### config.mk
export PLATFORM = sky130hd
export DESIGN_NAME = extsel_gen
export DESIGN_NICKNAME = d
export VERILOG_FILES = /design/src/rtl/extsel_pkg.sv /design/src/rtl/extsel_cfg_regs.sv /design/src/rtl/extsel_region_mux.sv /design/src/rtl/extsel_csel_merge.sv /design/src/rtl/extsel_gen.sv
export SDC_FILE = /design/constraint.sdc
export NUM_CORES = 1
export LEC_CHECK = 0
export ABC_CLOCK_PERIOD_IN_PS = 2270
export BUFFER_PORTS_ARGS = -buffer_cell sky130_fd_sc_hd__buf_2
export CAP_MARGIN = 25
export CORE_MARGIN = 2
export CORE_UTILIZATION = 30
export CTS_CLUSTER_SIZE = 30
export DETAILED_ROUTE_END_ITERATION = 10
export SYNTH_ARGS = -nofsm -noshare
export SYNTH_HDL_FRONTEND = slang
export SYNTH_SLANG_ARGS = --single-unit
### constraint.sdc
create_clock -name clk -period 2.27 [get_ports clk]
set_input_delay 0.227 -clock clk [delete_from_list [all_inputs] [get_ports clk]]
set_output_delay 0.227 -clock clk [all_outputs]
set_load 0.01 [all_outputs]
### src/rtl/extsel_pkg.sv
package extsel_pkg;
    localparam int SPACE_N = 4;

    typedef enum logic [1:0] {
        SP_PROG = 2'd0,
        SP_DATA = 2'd1,
        SP_BOOT = 2'd2,
        SP_IO   = 2'd3
    } space_e;

    // composite enable at reset: every space but boot
    localparam logic [SPACE_N-1:0] CSEL_EN_RESET = 4'b1011;
endpackage

### src/rtl/extsel_cfg_regs.sv
module extsel_cfg_regs #(
    parameter int REGION_N = 4,
    parameter int WAIT_W   = 3,
    parameter int SPACE_N  = 4,
    parameter int IDX_W    = $clog2(REGION_N),
    parameter logic [SPACE_N-1:0] EN_RESET = '1
) (
    input  logic                       clk,
    input  logic                       rst_n,
    input  logic                       csel_we,
    input  logic [SPACE_N-1:0]         csel_wdata,
    input  logic                       wait_we,
    input  logic [IDX_W-1:0]           wait_idx,
    input  logic [WAIT_W-1:0]          wait_wdata,
    output logic [SPACE_N-1:0]         csel_en,
    output logic [REGION_N*WAIT_W-1:0] wait_flat
);
    logic [SPACE_N-1:0] en_d, en_q;

    always_comb begin
        en_d = en_q;
        if (csel_we) en_d = csel_wdata;
    end

    always_ff @(posedge clk) begin
        if (!rst_n) en_q <= EN_RESET;
        else        en_q <= en_d;
    end

    assign csel_en = en_q;

    for (genvar g = 0; g < REGION_N; g++) begin : g_wait
        logic [WAIT_W-1:0] w_d, w_q;

        always_comb begin
            w_d = w_q;
            if (wait_we && (wait_idx == IDX_W'(g))) w_d = wait_wdata;
        end

        always_ff @(posedge clk) begin
            if (!rst_n) w_q <= '1;
            else        w_q <= w_d;
        end

        assign wait_flat[g*WAIT_W +: WAIT_W] = w_q;
    end
endmodule

### src/rtl/extsel_region_mux.sv
module extsel_region_mux #(
    parameter int REGION_N  = 4,
    parameter int WAIT_W    = 3,
    parameter int IO_ADDR_W = 11,
    parameter int IDX_W     = $clog2(REGION_N)
) (
    input  logic [IO_ADDR_W-1:0]       io_addr,
    input  logic [REGION_N*WAIT_W-1:0] wait_flat,
    output logic [WAIT_W-1:0]          wait_sel
);
    logic [IDX_W-1:0] region;

    // equal-sized regions: the top bits of the port address pick the region
    assign region   = io_addr[IO_ADDR_W-1 -: IDX_W];
    assign wait_sel = wait_flat[region*WAIT_W +: WAIT_W];
endmodule

### src/rtl/extsel_csel_merge.sv
module extsel_csel_merge #(
    parameter int SPACE_N = 4
) (
    input  logic [SPACE_N-1:0] sel_hot,
    input  logic [SPACE_N-1:0] en,
    output logic               hit
);
    assign hit = |(sel_hot & en);
endmodule

### src/rtl/extsel_gen.sv
module extsel_gen
    import extsel_pkg::*;
#(
    parameter int ADDR_W    = 14,
    parameter int IO_ADDR_W = 11,
    parameter int REGION_N  = 4,
    parameter int WAIT_W    = 3
) (
    input  logic                          clk,
    input  logic                          rst_n,
    input  logic                          req_valid,
    input  logic [1:0]                    req_space,
    input  logic [ADDR_W-1:0]             req_addr,
    input  logic                          cfg_csel_we,
    input  logic [SPACE_N-1:0]            cfg_csel_wdata,
    input  logic                          cfg_wait_we,
    input  logic [$clog2(REGION_N)-1:0]   cfg_wait_idx,
    input  logic [WAIT_W-1:0]             cfg_wait_wdata,
    output logic [SPACE_N-1:0]            sel_n,
    output logic                          csel_n,
    output logic                          ready
);
    localparam int IDX_W = $clog2(REGION_N);

    typedef struct packed {
        logic               busy;
        logic [SPACE_N-1:0] sel;
        logic               csel;
        logic [WAIT_W-1:0]  cnt;
    } state_t;

    state_t st_d, st_q;

    logic [SPACE_N-1:0]         csel_en;
    logic [REGION_N*WAIT_W-1:0] wait_flat;
    logic [WAIT_W-1:0]          wait_sel;
    logic [SPACE_N-1:0]         req_hot;
    logic                       csel_hit;
    logic                       accept;
    logic                       unused_addr_hi;
    space_e                     space;

    assign unused_addr_hi = ^req_addr[ADDR_W-1:IO_ADDR_W];
    assign space          = space_e'(req_space);
    assign req_hot        = SPACE_N'(1) << req_space;

    extsel_cfg_regs #(
        .REGION_N (REGION_N),
        .WAIT_W   (WAIT_W),
        .SPACE_N  (SPACE_N),
        .IDX_W    (IDX_W),
        .EN_RESET (CSEL_EN_RESET)
    ) u_cfg (
        .clk        (clk),
        .rst_n      (rst_n),
        .csel_we    (cfg_csel_we),
        .csel_wdata (cfg_csel_wdata),
        .wait_we    (cfg_wait_we),
        .wait_idx   (cfg_wait_idx),
        .wait_wdata (cfg_wait_wdata),
        .csel_en    (csel_en),
        .wait_flat  (wait_flat)
    );

    extsel_region_mux #(
        .REGION_N  (REGION_N),
        .WAIT_W    (WAIT_W),
        .IO_ADDR_W (IO_ADDR_W),
        .IDX_W     (IDX_W)
    ) u_region (
        .io_addr   (req_addr[IO_ADDR_W-1:0]),
        .wait_flat (wait_flat),
        .wait_sel  (wait_sel)
    );

    extsel_csel_merge #(
        .SPACE_N (SPACE_N)
    ) u_merge (
        .sel_hot (req_hot),
        .en      (csel_en),
        .hit     (csel_hit)
    );

    // wait cycles remain while the counter is non-zero
    assign ready  = (st_q.cnt == '0);
    assign accept = req_valid && ready;

    always_comb begin
        st_d = st_q;
        if (st_q.cnt != '0) begin
            st_d.cnt = st_q.cnt - 1'b1;
        end else if (accept) begin
            st_d.busy = 1'b1;
            st_d.sel  = req_hot;
            st_d.csel = csel_hit;
            st_d.cnt  = (space == SP_IO) ? wait_sel : '0;
        end else begin
            st_d.busy = 1'b0;
            st_d.sel  = '0;
            st_d.csel = 1'b0;
            st_d.cnt  = '0;
        end
    end

    always_ff @(posedge clk) begin
        if (!rst_n) st_q <= '0;
        else        st_q <= st_d;
    end

    assign sel_n  = ~(st_q.sel & {SPACE_N{st_q.busy}});
    assign csel_n = ~(st_q.csel & st_q.busy);
endmodule

* Yosys cells after proc, flatten, opt, wreduce, memory -nomap -nowiden
Index checks and enable logic that the tools add are counted.
** Storage, ports and cells
- Register bits :: 25
- Word-level logic and storage cells :: 34
** Cells by class
- Muxes and demuxes :: 3
- Equal/unequal tests :: 4
- $add $sub $neg :: 1
- Shifts and indexed selects :: 2
- Reductions and logical operators :: 9
- Bitwise gates (word level) :: 5
- Multipliers :: 1
** Operators by type and width (count)
- $shiftx 12x5->3 :: 1
- $mux 9 :: 1
- $and 4x4->4 :: 2
- $eq 2x2->1 const B :: 3
- $mux 3 :: 2
- $logic_and 1x1->1 :: 5
- $mul 2x2->4 const B :: 1
- $not 4->4 :: 1
- $reduce_or 4->1 :: 1
- $shl 1x2->4 const A :: 1
- $logic_not 3->1 :: 1
- $reduce_bool 3->1 :: 1
- $sub 3x1->3 const B :: 1
- $eq 2x1->1 const B :: 1
- $logic_not 2->1 :: 1
- $and 1x1->1 :: 1
- $not 1->1 :: 1

* Longest topological paths before layout
- Word-level depth :: 5
- Gate-level depth with buffers :: 7
- Mapped depth without buffers :: 6

* Cells and area by module
From an unflattened synthesis, not the netlist that was laid out.
** Unflattened totals
- Cells, all modules :: 114
- Area total of the unflattened synthesis :: 1169.9 µm²
** By module, submodules not included
- extsel_cfg_regs :: times used 1, area an instance 633.1 µm², seq. area each 320.3 µm², cells an instance 58
- extsel_gen :: times used 1, area an instance 439.2 µm², seq. area each 180.2 µm², cells an instance 50
- extsel_region_mux :: times used 1, area an instance 78.8 µm², seq. area each 0.0 µm², cells an instance 3
- extsel_csel_merge :: times used 1, area an instance 18.8 µm², seq. area each 0.0 µm², cells an instance 3

* Least setup slack after synthesis
Ideal clock, no wire load.
- Path type :: reg-to-reg
- From :: register st_q[0] (netlist name)
- To :: register st_q[4] (netlist name)
- Slack :: 0.856 ns
- Required time :: 2.200 ns
- Stages on the path, launching flop included :: 7
- Setup time :: 0.070 ns
- Arrival :: 1.344 ns
- Path through :: dfxtp_1 > inv_1 > ha_1 > nand2b_4 > buf_6 > or4b_1 > a21boi_1
** Between the ends
- Word-level cells in the longest chain between the ends :: 3
- Elaborated cells on any way between the ends :: 4
** Ends and longest elaborated chain
- from (decl) :: RTL line extsel_gen.sv:32 : state_t st_d, st_q;
- from (signal assigned) :: RTL line extsel_gen.sv:107 : else st_q <= st_d;
- $logic_not 3->1 :: RTL line extsel_gen.sv:85 : assign ready = (st_q.cnt == '0);
- $logic_and 1x1->1 :: RTL line extsel_gen.sv:86 : assign accept = req_valid && ready;
- $mux 9 :: RTL line extsel_gen.sv:92 : end else if (accept) begin
Several ways; a longest one is shown, not always the timed one.
A chain may end at the register's enable or synchronous reset.

* Worst setup path after layout
- From :: register st_q[0] (netlist name)
- To :: output ready
** Between the ends
- Word-level cells in the longest chain between the ends :: 1
** Ends and longest elaborated chain
- $logic_not 3->1 :: RTL line extsel_gen.sv:85
- to (decl) :: RTL line extsel_gen.sv:21 : output logic ready
No other way between the ends.

==> impl_metrics.env <==
export IMPL_cts_resized=0
export IMPL_drt_first_pass_iters=2
export IMPL_worstMarginPinSlew_ns=0.621
export IMPL_peakVddDrop_uv=479
export IMPL_clock_path_buffers=2
export IMPL_vias_per_cell=4.52
export IMPL_r2r_start="st_q[0]"
export IMPL_io_pins=36
export IMPL_top_layer_used="met4"
export IMPL_holdPathEnd="u_cfg.csel_en[0]"
export IMPL_antenna_found_initial=0
export IMPL_grt_pass1_vias=825
export IMPL_arrival_ns=1.33
export IMPL_rr_endpoint="st_q[4]"
export IMPL_clock_latency_ns=0.26
export IMPL_place_hpwl_mm=1.59
export IMPL_path_class="reg -> out"
export IMPL_yosysUniqueCellTypes=21
export IMPL_drive_gt1_share_pct=24.1
export IMPL_p_leak_nw=0.575
export IMPL_r2r_worst_path_cells=5
export IMPL_rows=22
export IMPL_slew_headroom_pct=58.5
export IMPL_die_w_um=64.7
export IMPL_syn_instance_count=111
export IMPL_drt_iter0_drc=15
export IMPL_power_mw=1.05
export IMPL_area_growth_pct=17.9
export IMPL_gp_congestion=0.718
export IMPL_synth_seq_cells=25
export IMPL_layout_common_cells="29 x nand2_1, 25 x dfxtp_1, 23 x buf_2"
export IMPL_p_comb_share_pct=25.5
export IMPL_hold_path_cell_count=3
export IMPL_antenna_cells=0
export IMPL_cts_setup_buffers=0
export IMPL_core_um2=3610
export IMPL_grt_max_degree=27
export IMPL_start_util_pct=30.6
export IMPL_power_density_nw_per_um2=809
export IMPL_power_share_switching_pct=30.7
export IMPL_placed_cells=177
export IMPL_clkSinkCount=25
export IMPL_pwr_share_seq_pct=49.6
export IMPL_pwr_share_clk_pct=24.9
export IMPL_maxClockFrequency_ghz=0.641
export IMPL_syn_avg_cell_area_um2=9.95
export IMPL_finalWirelength_mm=2.07
export IMPL_cts_htree_levels=1
export IMPL_status="finished, final reports clean"
export IMPL_worst_slack_ns=0.710
export IMPL_worstHoldPathType="in -> reg"
export IMPL_stdcell_count=181
export IMPL_drv_slew=0
export IMPL_cp_required_ns=2.04
export IMPL_place_ws_ns=0.834
export IMPL_grt_usage_pct=11.1
export IMPL_layout_min_cycle_time_ns=1.56
export IMPL_fin_crit_sh_pct=68.7
export IMPL_worstPathMaxFanout=9
export IMPL_cts_tree="yes"
export IMPL_drc=0
export IMPL_finalHoldViolCount=0
export IMPL_setup_worst_path_start_class="register"
export IMPL_syn_num_nets=143
export IMPL_seq_area_frac_synth_pct=45.3
export IMPL_drtAntennaViolNets=0
export IMPL_numCtsBuffers=3
export IMPL_root_buffer="clkbuf_8"
export IMPL_fin_skew_ns=0.00526
export IMPL_layout_nets=166
export IMPL_met1Wirelength_mm=1.02
export IMPL_wire_per_inst_um=11.4
export IMPL_dieArea_um2=4180
export IMPL_hold_path_startpoint="cfg_csel_wdata[0]"
export IMPL_end_kind="output port"
export IMPL_final_setup_tns_ns=0
export IMPL_p_switching_mw=0.324
export IMPL_rsz0062_at_grt="false"
export IMPL_final_common_cell="nand2_1"
export IMPL_die_height_um=64.7
export IMPL_cap_violations=0
export IMPL_reg2reg_slack_ns=0.82
export IMPL_wl_met2_um=961
export IMPL_path_clk_slew_ns=0.09
export IMPL_yosysWarningCount=0
export IMPL_setup_viol=0
export IMPL_netlist_area_um2=1100
export IMPL_postCtsHoldBufs=0
export IMPL_grt_overflow_total=0
export IMPL_wl_met3_um=64
export IMPL_grt_first_pass_wirelength_mm=3.63
export IMPL_power_internal_mw=0.730
export IMPL_vias=819
export IMPL_io_buffers=23
==> metal layers <==
| layer | global-route usage, % | up-vias |
|---|---|---|
| li1 | - | 424 |
| met2 | 19.4 | 12 |
| met5 | 0 | - |
| met1 | 13.6 | 381 |
| met4 | 3.19 | 0 |
| met3 | 2.78 | 2 |
==> worst max path at each step <==
stage	startpoint	endpoint	slack [ns]	depth (start not counted)
finish	st_q[0]	ready	0.71	5
global route	st_q[0]	ready	0.62	5
CTS	st_q[0]	ready	0.70	5
detailed placement	st_q[0]	st_q[4]	0.83	5
global placement	st_q[0]	st_q[4]	0.87	5
floorplan	st_q[0]	st_q[4]	0.86	6
==> cells in the mapped netlist <==
library cell	count	area (um2)
nand3_1	3	15.0
ha_1	2	25.0
nor2b_1	2	12.5
o21ai_0	2	10.0
mux2i_1	16	160
a21boi_1	1	7.51
inv_1	6	22.5
nand4_1	1	6.26
nor3b_1	2	15.0
nand2b_4	1	13.8
or4b_1	1	10.0
mux4_2	4	90.1
and3_1	1	6.26
a21boi_0	4	30.0
buf_6	1	11.3
clkbuf_1	4	15.0
nand4b_1	2	17.5
o22ai_1	2	12.5
dfxtp_1	25	500
nand3b_1	2	15.0
nand2_1	29	109
==> state kept, by name (all words and copies together), names as in the netlist <==
register and cells:
u_cfg.csel_en 4, st_q 9, u_cfg.g_wait.w_q 12
==> logic make-up (layout without fill, tap and decap cells) <==
logic type               Yosys count  count (layout)  share of synthesized area (%)
AND/OR/NAND/NOR                   44              44                           19.9
flip-flops                        25              25                           45.3
multiplexers                      20              20                           22.7
buffers and inverters             11              33                           4.42
AO/OA/AOI/OAI                      9               9                           5.44
adder cells (fa/ha/maj)            2               2                           2.26
==> stage by stage <==
step | hold slack (ns) | utilization, % | cell area [um2]
4_1_cts | 0.169 | 36.1 | 1300
6_report | 0.171 | 36.1 | 1300
3_3_place_gp | 0.438 | 34.8 | 1250
3_5_place_dp | 0.445 | 34.8 | 1250
2_1_floorplan | 0.352 | - | 1100
5_1_grt | 0.166 | 36.1 | 1300
==> power groups by stage <==
stage	clock network, mW	logic (mW)	registers (mW)
2_1_floorplan	0	0.223	0.524
6_report	0.262	0.268	0.523
3_5_place_dp	0	0.271	0.533
5_1_grt	0.290	0.302	0.531
3_3_place_gp	0	0.258	0.529
4_1_cts	0.271	0.271	0.523
==> worst max-delay path, stage by stage (launching register included) <==
cell	delay [ns]
dfxtp_1	0.32
inv_1	0.08
ha_1	0.23
nand2b_4	0.11
inv_1	0.17
buf_2	0.17
==> area by class of cell <==
type	count	area, um2
clock buffer	3	41.3
multi-input combinational	75	556
inverter	6	22.5
timing repair buffer	23	115
fill	364	2300
sequential	25	500
tap	48	60.1
clock inverter	1	7.51
No activity file was read; power rests on OpenSTA's default activity.
